--- config.mk ---
export PLATFORM = sky130hd
export DESIGN_NAME = req_sequencer
export DESIGN_NICKNAME = d
export VERILOG_FILES = /design/src/rtl/cseq_pkg.sv /design/src/rtl/cseq_classify.sv /design/src/rtl/cseq_counter.sv /design/src/rtl/cseq_stage.sv /design/src/rtl/req_sequencer.sv
export SDC_FILE = /design/constraint.sdc
export NUM_CORES = 1
export LEC_CHECK = 0
export BUFFER_PORTS_ARGS = -buffer_cell sky130_fd_sc_hd__buf_2
export CAP_MARGIN = 40
export CORE_UTILIZATION = 40
export DETAILED_ROUTE_END_ITERATION = 12
export PLACE_DENSITY = 0.68
export SLEW_MARGIN = 20
export SYNTH_ARGS = -nofsm -noshare
export SYNTH_HDL_FRONTEND = slang
export SYNTH_HIERARCHICAL = 1
export SYNTH_SLANG_ARGS = --single-unit
--- constraint.sdc ---
create_clock -name clk -period 3.2 [get_ports clk]
set_input_delay 0.16 -clock clk [delete_from_list [all_inputs] [get_ports clk]]
set_output_delay 0.16 -clock clk [all_outputs]
set_load 0.005 [all_outputs]
--- src/rtl/cseq_pkg.sv ---
package cseq_pkg;

    localparam int TYPE_W   = 8;
    localparam int RND_W    = 8;
    localparam int SENDER_W = 64;

    localparam logic [TYPE_W-1:0] MT_REQUEST = 8'd0;
    localparam logic [TYPE_W-1:0] MT_PREP    = 8'd1;
    localparam logic [TYPE_W-1:0] MT_PROMISE = 8'd2;
    localparam logic [TYPE_W-1:0] MT_ACCEPT  = 8'd3;
    localparam logic [TYPE_W-1:0] MT_VOTE    = 8'd4;

    typedef enum logic [1:0] {
        ACT_SEQ  = 2'd0,
        ACT_PASS = 2'd1,
        ACT_DROP = 2'd2
    } act_e;

    function automatic act_e pick_action(
        input logic [TYPE_W-1:0] code,
        input logic [TYPE_W-1:0] req_code,
        input logic              drop_other
    );
        if (code == req_code) return ACT_SEQ;
        else if (drop_other)  return ACT_DROP;
        else                  return ACT_PASS;
    endfunction

endpackage

--- src/rtl/cseq_classify.sv ---
module cseq_classify
    import cseq_pkg::*;
#(
    parameter logic [TYPE_W-1:0] REQ_CODE = MT_REQUEST
) (
    input  logic [TYPE_W-1:0] msg_type,
    input  logic              drop_other,
    output act_e              act
);
    always_comb begin
        act = pick_action(msg_type, REQ_CODE, drop_other);
    end
endmodule

--- src/rtl/cseq_counter.sv ---
module cseq_counter #(
    parameter int IW = 16
) (
    input  logic          clk,
    input  logic          rst,
    input  logic          ld_en,
    input  logic [IW-1:0] ld_val,
    input  logic          bump,
    input  logic [IW-1:0] limit,
    input  logic [IW-1:0] margin,
    output logic [IW-1:0] stamp,
    output logic          near
);
    logic [IW-1:0] cnt_q;
    logic [IW-1:0] headroom;

    // a reload wins over the stored value in the same cycle
    always_comb begin
        stamp = ld_en ? ld_val : cnt_q;
    end

    always_ff @(posedge clk) begin
        if (rst)            cnt_q <= '0;
        else if (bump)      cnt_q <= stamp + 1'b1;
        else if (ld_en)     cnt_q <= ld_val;
    end

    always_comb begin
        headroom = limit - cnt_q;
        near     = (cnt_q >= limit) || (headroom <= margin);
    end
endmodule

--- src/rtl/cseq_stage.sv ---
module cseq_stage #(
    parameter int W = 32
) (
    input  logic         clk,
    input  logic         rst,
    input  logic         load,
    input  logic [W-1:0] d,
    input  logic         d_bcast,
    input  logic         take,
    output logic         valid,
    output logic [W-1:0] q,
    output logic         q_bcast,
    output logic         free
);
    always_comb begin
        free = !valid || take;
    end

    always_ff @(posedge clk) begin
        if (rst) begin
            valid   <= 1'b0;
            q       <= '0;
            q_bcast <= 1'b0;
        end else if (free) begin
            valid <= load;
            if (load) begin
                q       <= d;
                q_bcast <= d_bcast;
            end
        end
    end
endmodule

--- src/rtl/req_sequencer.sv ---
module req_sequencer
    import cseq_pkg::*;
#(
    parameter int IW = 16,
    parameter int VW = 64,
    parameter logic [7:0] REQ_CODE = MT_REQUEST,
    parameter logic [7:0] ACC_CODE = MT_ACCEPT
) (
    input  logic          clk,
    input  logic          rst,
    input  logic          cfg_drop_other,
    input  logic [IW-1:0] cfg_limit,
    input  logic [IW-1:0] cfg_margin,
    input  logic          ld_en,
    input  logic [IW-1:0] ld_val,
    input  logic          in_valid,
    output logic          in_ready,
    input  logic [7:0]    in_type,
    input  logic [IW-1:0] in_inst,
    input  logic [7:0]    in_rnd,
    input  logic [7:0]    in_vrnd,
    input  logic [63:0]   in_sender,
    input  logic [VW-1:0] in_value,
    output logic          out_valid,
    input  logic          out_ready,
    output logic [7:0]    out_type,
    output logic [IW-1:0] out_inst,
    output logic [7:0]    out_rnd,
    output logic [7:0]    out_vrnd,
    output logic [63:0]   out_sender,
    output logic [VW-1:0] out_value,
    output logic          out_bcast,
    output logic          near_limit
);
    localparam int HW = TYPE_W + IW + RND_W + RND_W + SENDER_W + VW;

    act_e          act;
    logic          fire;
    logic          seq_now;
    logic [IW-1:0] stamp;
    logic [HW-1:0] hdr_new;
    logic [HW-1:0] hdr_q;
    logic          stage_free;

    cseq_classify #(.REQ_CODE(REQ_CODE)) u_cls (
        .msg_type   (in_type),
        .drop_other (cfg_drop_other),
        .act        (act)
    );

    always_comb begin
        fire    = in_valid && stage_free;
        seq_now = fire && (act == ACT_SEQ);
    end

    cseq_counter #(.IW(IW)) u_cnt (
        .clk    (clk),
        .rst    (rst),
        .ld_en  (ld_en),
        .ld_val (ld_val),
        .bump   (seq_now),
        .limit  (cfg_limit),
        .margin (cfg_margin),
        .stamp  (stamp),
        .near   (near_limit)
    );

    // rewrite in flight: only type, instance and round change on a request
    always_comb begin
        if (act == ACT_SEQ)
            hdr_new = {ACC_CODE, stamp, 8'd0, in_vrnd, in_sender, in_value};
        else
            hdr_new = {in_type, in_inst, in_rnd, in_vrnd, in_sender, in_value};
    end

    cseq_stage #(.W(HW)) u_stage (
        .clk     (clk),
        .rst     (rst),
        .load    (in_valid && (act != ACT_DROP)),
        .d       (hdr_new),
        .d_bcast (act == ACT_SEQ),
        .take    (out_ready),
        .valid   (out_valid),
        .q       (hdr_q),
        .q_bcast (out_bcast),
        .free    (stage_free)
    );

    always_comb begin
        in_ready = stage_free;
        {out_type, out_inst, out_rnd, out_vrnd, out_sender, out_value} = hdr_q;
    end
endmodule

Word level (Yosys, flattened, before mapping)
Index checks and enable logic that the tools add are counted.
{ "op_classes": {"addsub": 2, "magnitude_cmp": 2, "eq_ne": 1, "muxes": 5, "reduce_logical": 9} }
{ "op_table": {"columns": ["op", "count"], "rows": [
  ["168-bit two-way mux", 1],
  ["16-bit two-way mux", 2],
  ["16-bit by 1-bit adder with 16-bit output, second input constant", 1],
  ["16-bit greater-or-equal comparator", 1],
  ["16-bit <= comparator", 1],
  ["16-bit subtractor", 1],
  ["8-bit logical NOT", 1],
  ["2-bit two-way mux", 2],
  ["1-bit logical AND", 3],
  ["2-bit logical NOT", 1],
  ["1-bit logical OR", 2],
  ["2-bit != test, second input constant", 1],
  ["2-bit AND reduction", 1],
  ["1-bit logical NOT", 1]
]} }
{ "totals": {"reg_bits": 186, "in_bits": 222, "out_inout_bits": 172, "wordCells": 23} }

Longest topological paths before layout
{ "logic_depth": {"ltp_word": 5, "mapped_depth": 16, "depth_no_buf": 16} }

By module
Netlist, hierarchy kept.
{ "modules_own_cells": {"columns": ["mod", "instances", "cells_each", "area_each_um2", "seq_area_each_um2"], "rows": [
  ["cseq_stage", 1, 775, 7626.1, 3403.3],
  ["cseq_counter", 1, 284, 2167.1, 320.3],
  ["req_sequencer", 1, 39, 392.9, 0.0],
  ["cseq_classify", 1, 4, 25.0, 0.0]
]} }

Worst setup path before layout
Ideal clock, no wire load.
{ "synth_timing": {"path_type": "reg2out", "start": "register u_cnt.cnt_q[1]", "end": "output near_limit", "arrival_ns": 2.612, "t_required_ns": 3.040, "path_slack_ns": 0.428, "path_stages_with_launch": 15, "n_path_buf": 0, "path_cell_list": "dfxtp_1 -> inv_1 -> ha_1 -> nor2b_1 -> o21bai_1 -> a31oi_1 -> or3_1 -> a311o_1 -> o311ai_1 -> ha_1 -> a21oi_1 -> nor2b_1 -> o21ai_0 -> nand3_1 -> o211ai_1"} }
{ "synth_between": {"elab_chain_len": 3, "word_cells_on_any_way": 4, "classes_between": "1 x add/sub; 2 x order compare; 1 x reduce/logical"} }
{ "synth_rtl": {"columns": ["item", "line_no", "rtl"], "rows": [
  ["start, declared", "cseq_counter.sv:14", "logic [IW-1:0] cnt_q;"],
  ["start signal, assigned", "cseq_counter.sv:24", "else if (bump) cnt_q <= stamp + 1'b1;"],
  ["start signal, assigned", "cseq_counter.sv:25", "else if (ld_en) cnt_q <= ld_val;"],
  ["16-bit subtractor", "cseq_counter.sv:29", "headroom = limit - cnt_q;"],
  ["16-bit <= comparator", "cseq_counter.sv:30", "near = (cnt_q >= limit) || (headroom <= margin);"],
  ["1-bit logical OR (*)", "cseq_counter.sv:30", null],
  ["end, declared", "req_sequencer.sv:33", "output logic near_limit"]
]} }
Mark *: on every way between the ends. The rest lies on a longest branch, timed or not.

Worst setup path in the final report
{ "layout_timing": {"start": "register u_cnt.cnt_q[4]", "end": "output near_limit"} }
Same word-level chain as after synthesis.

==> impl_metrics.env <==
export IMPL_violations="setup timing"
export IMPL_dr_total_vias=9758
export IMPL_layout_drive_gt1_share_pct=39.7
export IMPL_grt_pass1_vias=9345
export IMPL_portBuffers=393
export IMPL_run_status="finished, violations left"
export IMPL_core_area_um2=25100
export IMPL_clockRootBuffer="clkbuf_16"
export IMPL_finalSetupViolCount=1
export IMPL_critPathMaxStageDelay_ns=0.44
export IMPL_fmax_ghz=0.293
export IMPL_cp_top_family="compound AO/OA/AOI/OAI gates"
export IMPL_leakage_uw=0.00635
export IMPL_holdWs_ns=0.0218
export IMPL_synthFlopType="dfxtp_1"
export IMPL_nets=1811
export IMPL_synth_seq_area_share_pct=36.5
export IMPL_min_period_over_period_pct=107
export IMPL_clk_latency_ns=0.43
export IMPL_max_vdd_ir_drop_uv=344
export IMPL_grtUsageTotal_pct=22.8
export IMPL_clkTransAtPathRegs_ns=0.08
export IMPL_slew_headroom_pct=32.9
export IMPL_cp_end_kind="primary output"
export IMPL_avgSynthCellArea_um2=9.27
export IMPL_dr_pass1_iters=5
export IMPL_num_rows=58
export IMPL_wl_per_cell_um=16.6
export IMPL_synth_most_common_cell="dfxtp_1"
export IMPL_path_class="reg -> out"
export IMPL_synthArstFlopShare_pct=0
export IMPL_die_height_um=162
export IMPL_power_uw=6070
export IMPL_drc=0
export IMPL_synth_edf_count=0
export IMPL_cp_data_arrival_time_ns=3.25
export IMPL_start_kind="register"
export IMPL_overflow=0
export IMPL_rsz0062_at_grt="true"
export IMPL_worstPathMaxFanout=4
export IMPL_crit_chain="inv_1 > ha_4 > buf_4 > nand3_2 > a31oi_2 > or3_4 > a311o_1 > o311ai_1 > ha_1 > a21oi_1 > nor2b_1 > o21ai_1 > nand3_1 > o211ai_1 > buf_2"
export IMPL_nFillCells=2216
export IMPL_die_area_um2=26200
export IMPL_htreeDepth=4
export IMPL_synthToLayoutAreaGrowth_pct=39.5
export IMPL_final_hold_violation_count=0
export IMPL_yosysUniqueCellTypes=64
export IMPL_yosys_top_cells_area="dfxtp_1 36%, a21bo_1 13%, nand3_1 8.6%"
export IMPL_fin_crit_ns=3.41
export IMPL_pin_count=394
export IMPL_syn_area_um2=10200
export IMPL_synth_top_cell_by_area="dfxtp_1"
export IMPL_maxCapViolations=0
export IMPL_grt_max_degree=241
export IMPL_numCtsBuffers=17
export IMPL_drv_slew=0
export IMPL_finalSetupTns_ns=-0.214
export IMPL_hold_class="in -> reg"
export IMPL_drtIter0Drc=746
export IMPL_postSynthNetCount=1358
export IMPL_slowest_stage="or3_4"
export IMPL_synth_cells=1102
export IMPL_worst_pin_slew_ns=1.01
export IMPL_via_per_inst=5.13
export IMPL_grt_pass1_wl_um=48200
export IMPL_cp_required_ns=3.04
export IMPL_start_util_pct=40.7
export IMPL_cp_buffers_inverters=3
export IMPL_tritoncts="yes"
export IMPL_cts_buffer_depth=2
export IMPL_dp_final_hpwl_um=20400
export IMPL_fin_skew_ns=0.0135
export IMPL_worst_slack_ns=-0.214
export IMPL_die_width_um=162
export IMPL_clock_sinks=186
export IMPL_power_density_nw_per_um2=427
export IMPL_synth_top_area_share_pct=36.5
export IMPL_ys_ff_latch=186
export IMPL_antenna_found_initial=2
export IMPL_gp_congestion=0.857
export IMPL_drt_wl_total_um=31500
export IMPL_ant_nets=0
export IMPL_ys_warn_count=6
export IMPL_synth_common_cells="186 x dfxtp_1, 176 x nand3_1, 129 x a21bo_1"
-- power by group --
| group | switching, uW | total (uW) | internal (uW) |
|---|---|---|---|
| sequential | 63.5 | 2510 | 2450 |
| clock | 1100 | 2160 | 1070 |
| combinational | 694 | 1400 | 703 |
-- worst register-to-register path: cells and delay by family, from the launching register on --
family | cells | cell delay [ns]
flops | 1 | 0.35
xor+xnor | 1 | 0.17
simple gates | 5 | 1.58
-- logic make-up (layout without fill, tap and decap cells) --
kind of cell               Yosys count  in the layout  share of synthesized area [%]
other                                0              3                              0
AOI/OAI and AO/OA                  405            405                           32.3
muxes                               24             24                           3.08
DFF                                186            186                           36.5
xor gates and xnor gates            23             23                           1.97
and+or+nand+nor                    287            287                           14.6
adders and majority gates           34             34                           4.24
buffers and inverters              143            609                           7.33
-- layout make-up --
class / instances / area, um2 / share of cell area, %
multi-input combinational: 773 / 5900 / 41.4
sequential: 186 / 3730 / 26.2
timing repair buffer: 537 / 3440 / 24.2
clock buffer: 18 / 429 / 3.01
tap: 330 / 413 / 2.90
clock inverter: 14 / 174 / 1.22
inverter: 40 / 150 / 1.05
antenna: 3 / 7.51 / 0.0527
-- registers in the layout, indices dropped and copies added (netlist names) --
name / cells
u_cnt/cnt_q: 16
u_stage/q: 168
u_stage/q_bcast: 1
u_stage/valid: 1
-- routing by layer --
| metal | track usage [%] | routed length, um | share of wire, % | up-vias |
|---|---|---|---|---|
| li1 | - | - | - | 4821 |
| met1 | 28.9 | 13700 | 43 | 4528 |
| met2 | 36.5 | 14600 | 46 | 349 |
| met3 | 5.57 | 2120 | 6.7 | 60 |
| met4 | 9.99 | 1070 | 3.4 | 0 |
| met5 | 0 | 0 | 0 | - |
-- through the flow --
step | worst slack, ns | util, % | instances | cell area (um2)
after CTS | -0.206 | 56.6 | 1895 | 14200
final | -0.214 | 56.7 | 1901 | 14200
after floorplan | 0.428 | - | 1102 | 10200
after detailed placement | 0.0205 | 48.5 | 1736 | 12200
after global placement | 0.0683 | 48.5 | 1736 | 12200
after global routing | -0.393 | 56.7 | 1900 | 14200
-- cells in the final DEF, fill, tap and decap left out, drive strengths merged, types with 5 or more instances in the layout --
cell type      n
clkbuf        18
nand2b         6
nor4           5
o21a           5
nor2          30
a21oi        186
clkinv         6
xor2           7
buf          413
nand2         21
and3           6
inv           47
o21ai         18
a21bo        169
ha            33
dfxtp        186
nor3           6
mux2          20
nand3        177
xnor2         16
nor2b         19
dlygate4sd3  124
nand4          6
-- repair_timing --
item / in CTS / in global routing
gates resized for setup: 29 / 3
buffers inserted: 4 / 2
endpoints found under the setup margin: 1 / 1
endpoints found under the hold margin: 123 / 1
pin swaps: 17 / 8
hold buffers: 123 / 1
-- path summary, 6_finish.rpt --
| kind | startpoint | end | slack [ns] | depth (start not counted) |
|---|---|---|---|---|
| max | u_cnt/cnt_q[4]$_SDFF_PP0_ | near_limit | -0.21 | 15 |
| min | in_sender[27] | u_stage/q[91]$_SDFFE_PP0P_ | 0.02 | 3 |
| max reg2reg | u_stage/valid$_SDFFE_PP0P_ | u_cnt/cnt_q[12]$_SDFF_PP0_ | 0.97 | 6 |
| min reg2reg | u_stage/q[7]$_SDFFE_PP0P_ | u_stage/q[7]$_SDFFE_PP0P_ | 0.57 | 2 |
(Power assumes the default switching activity.)
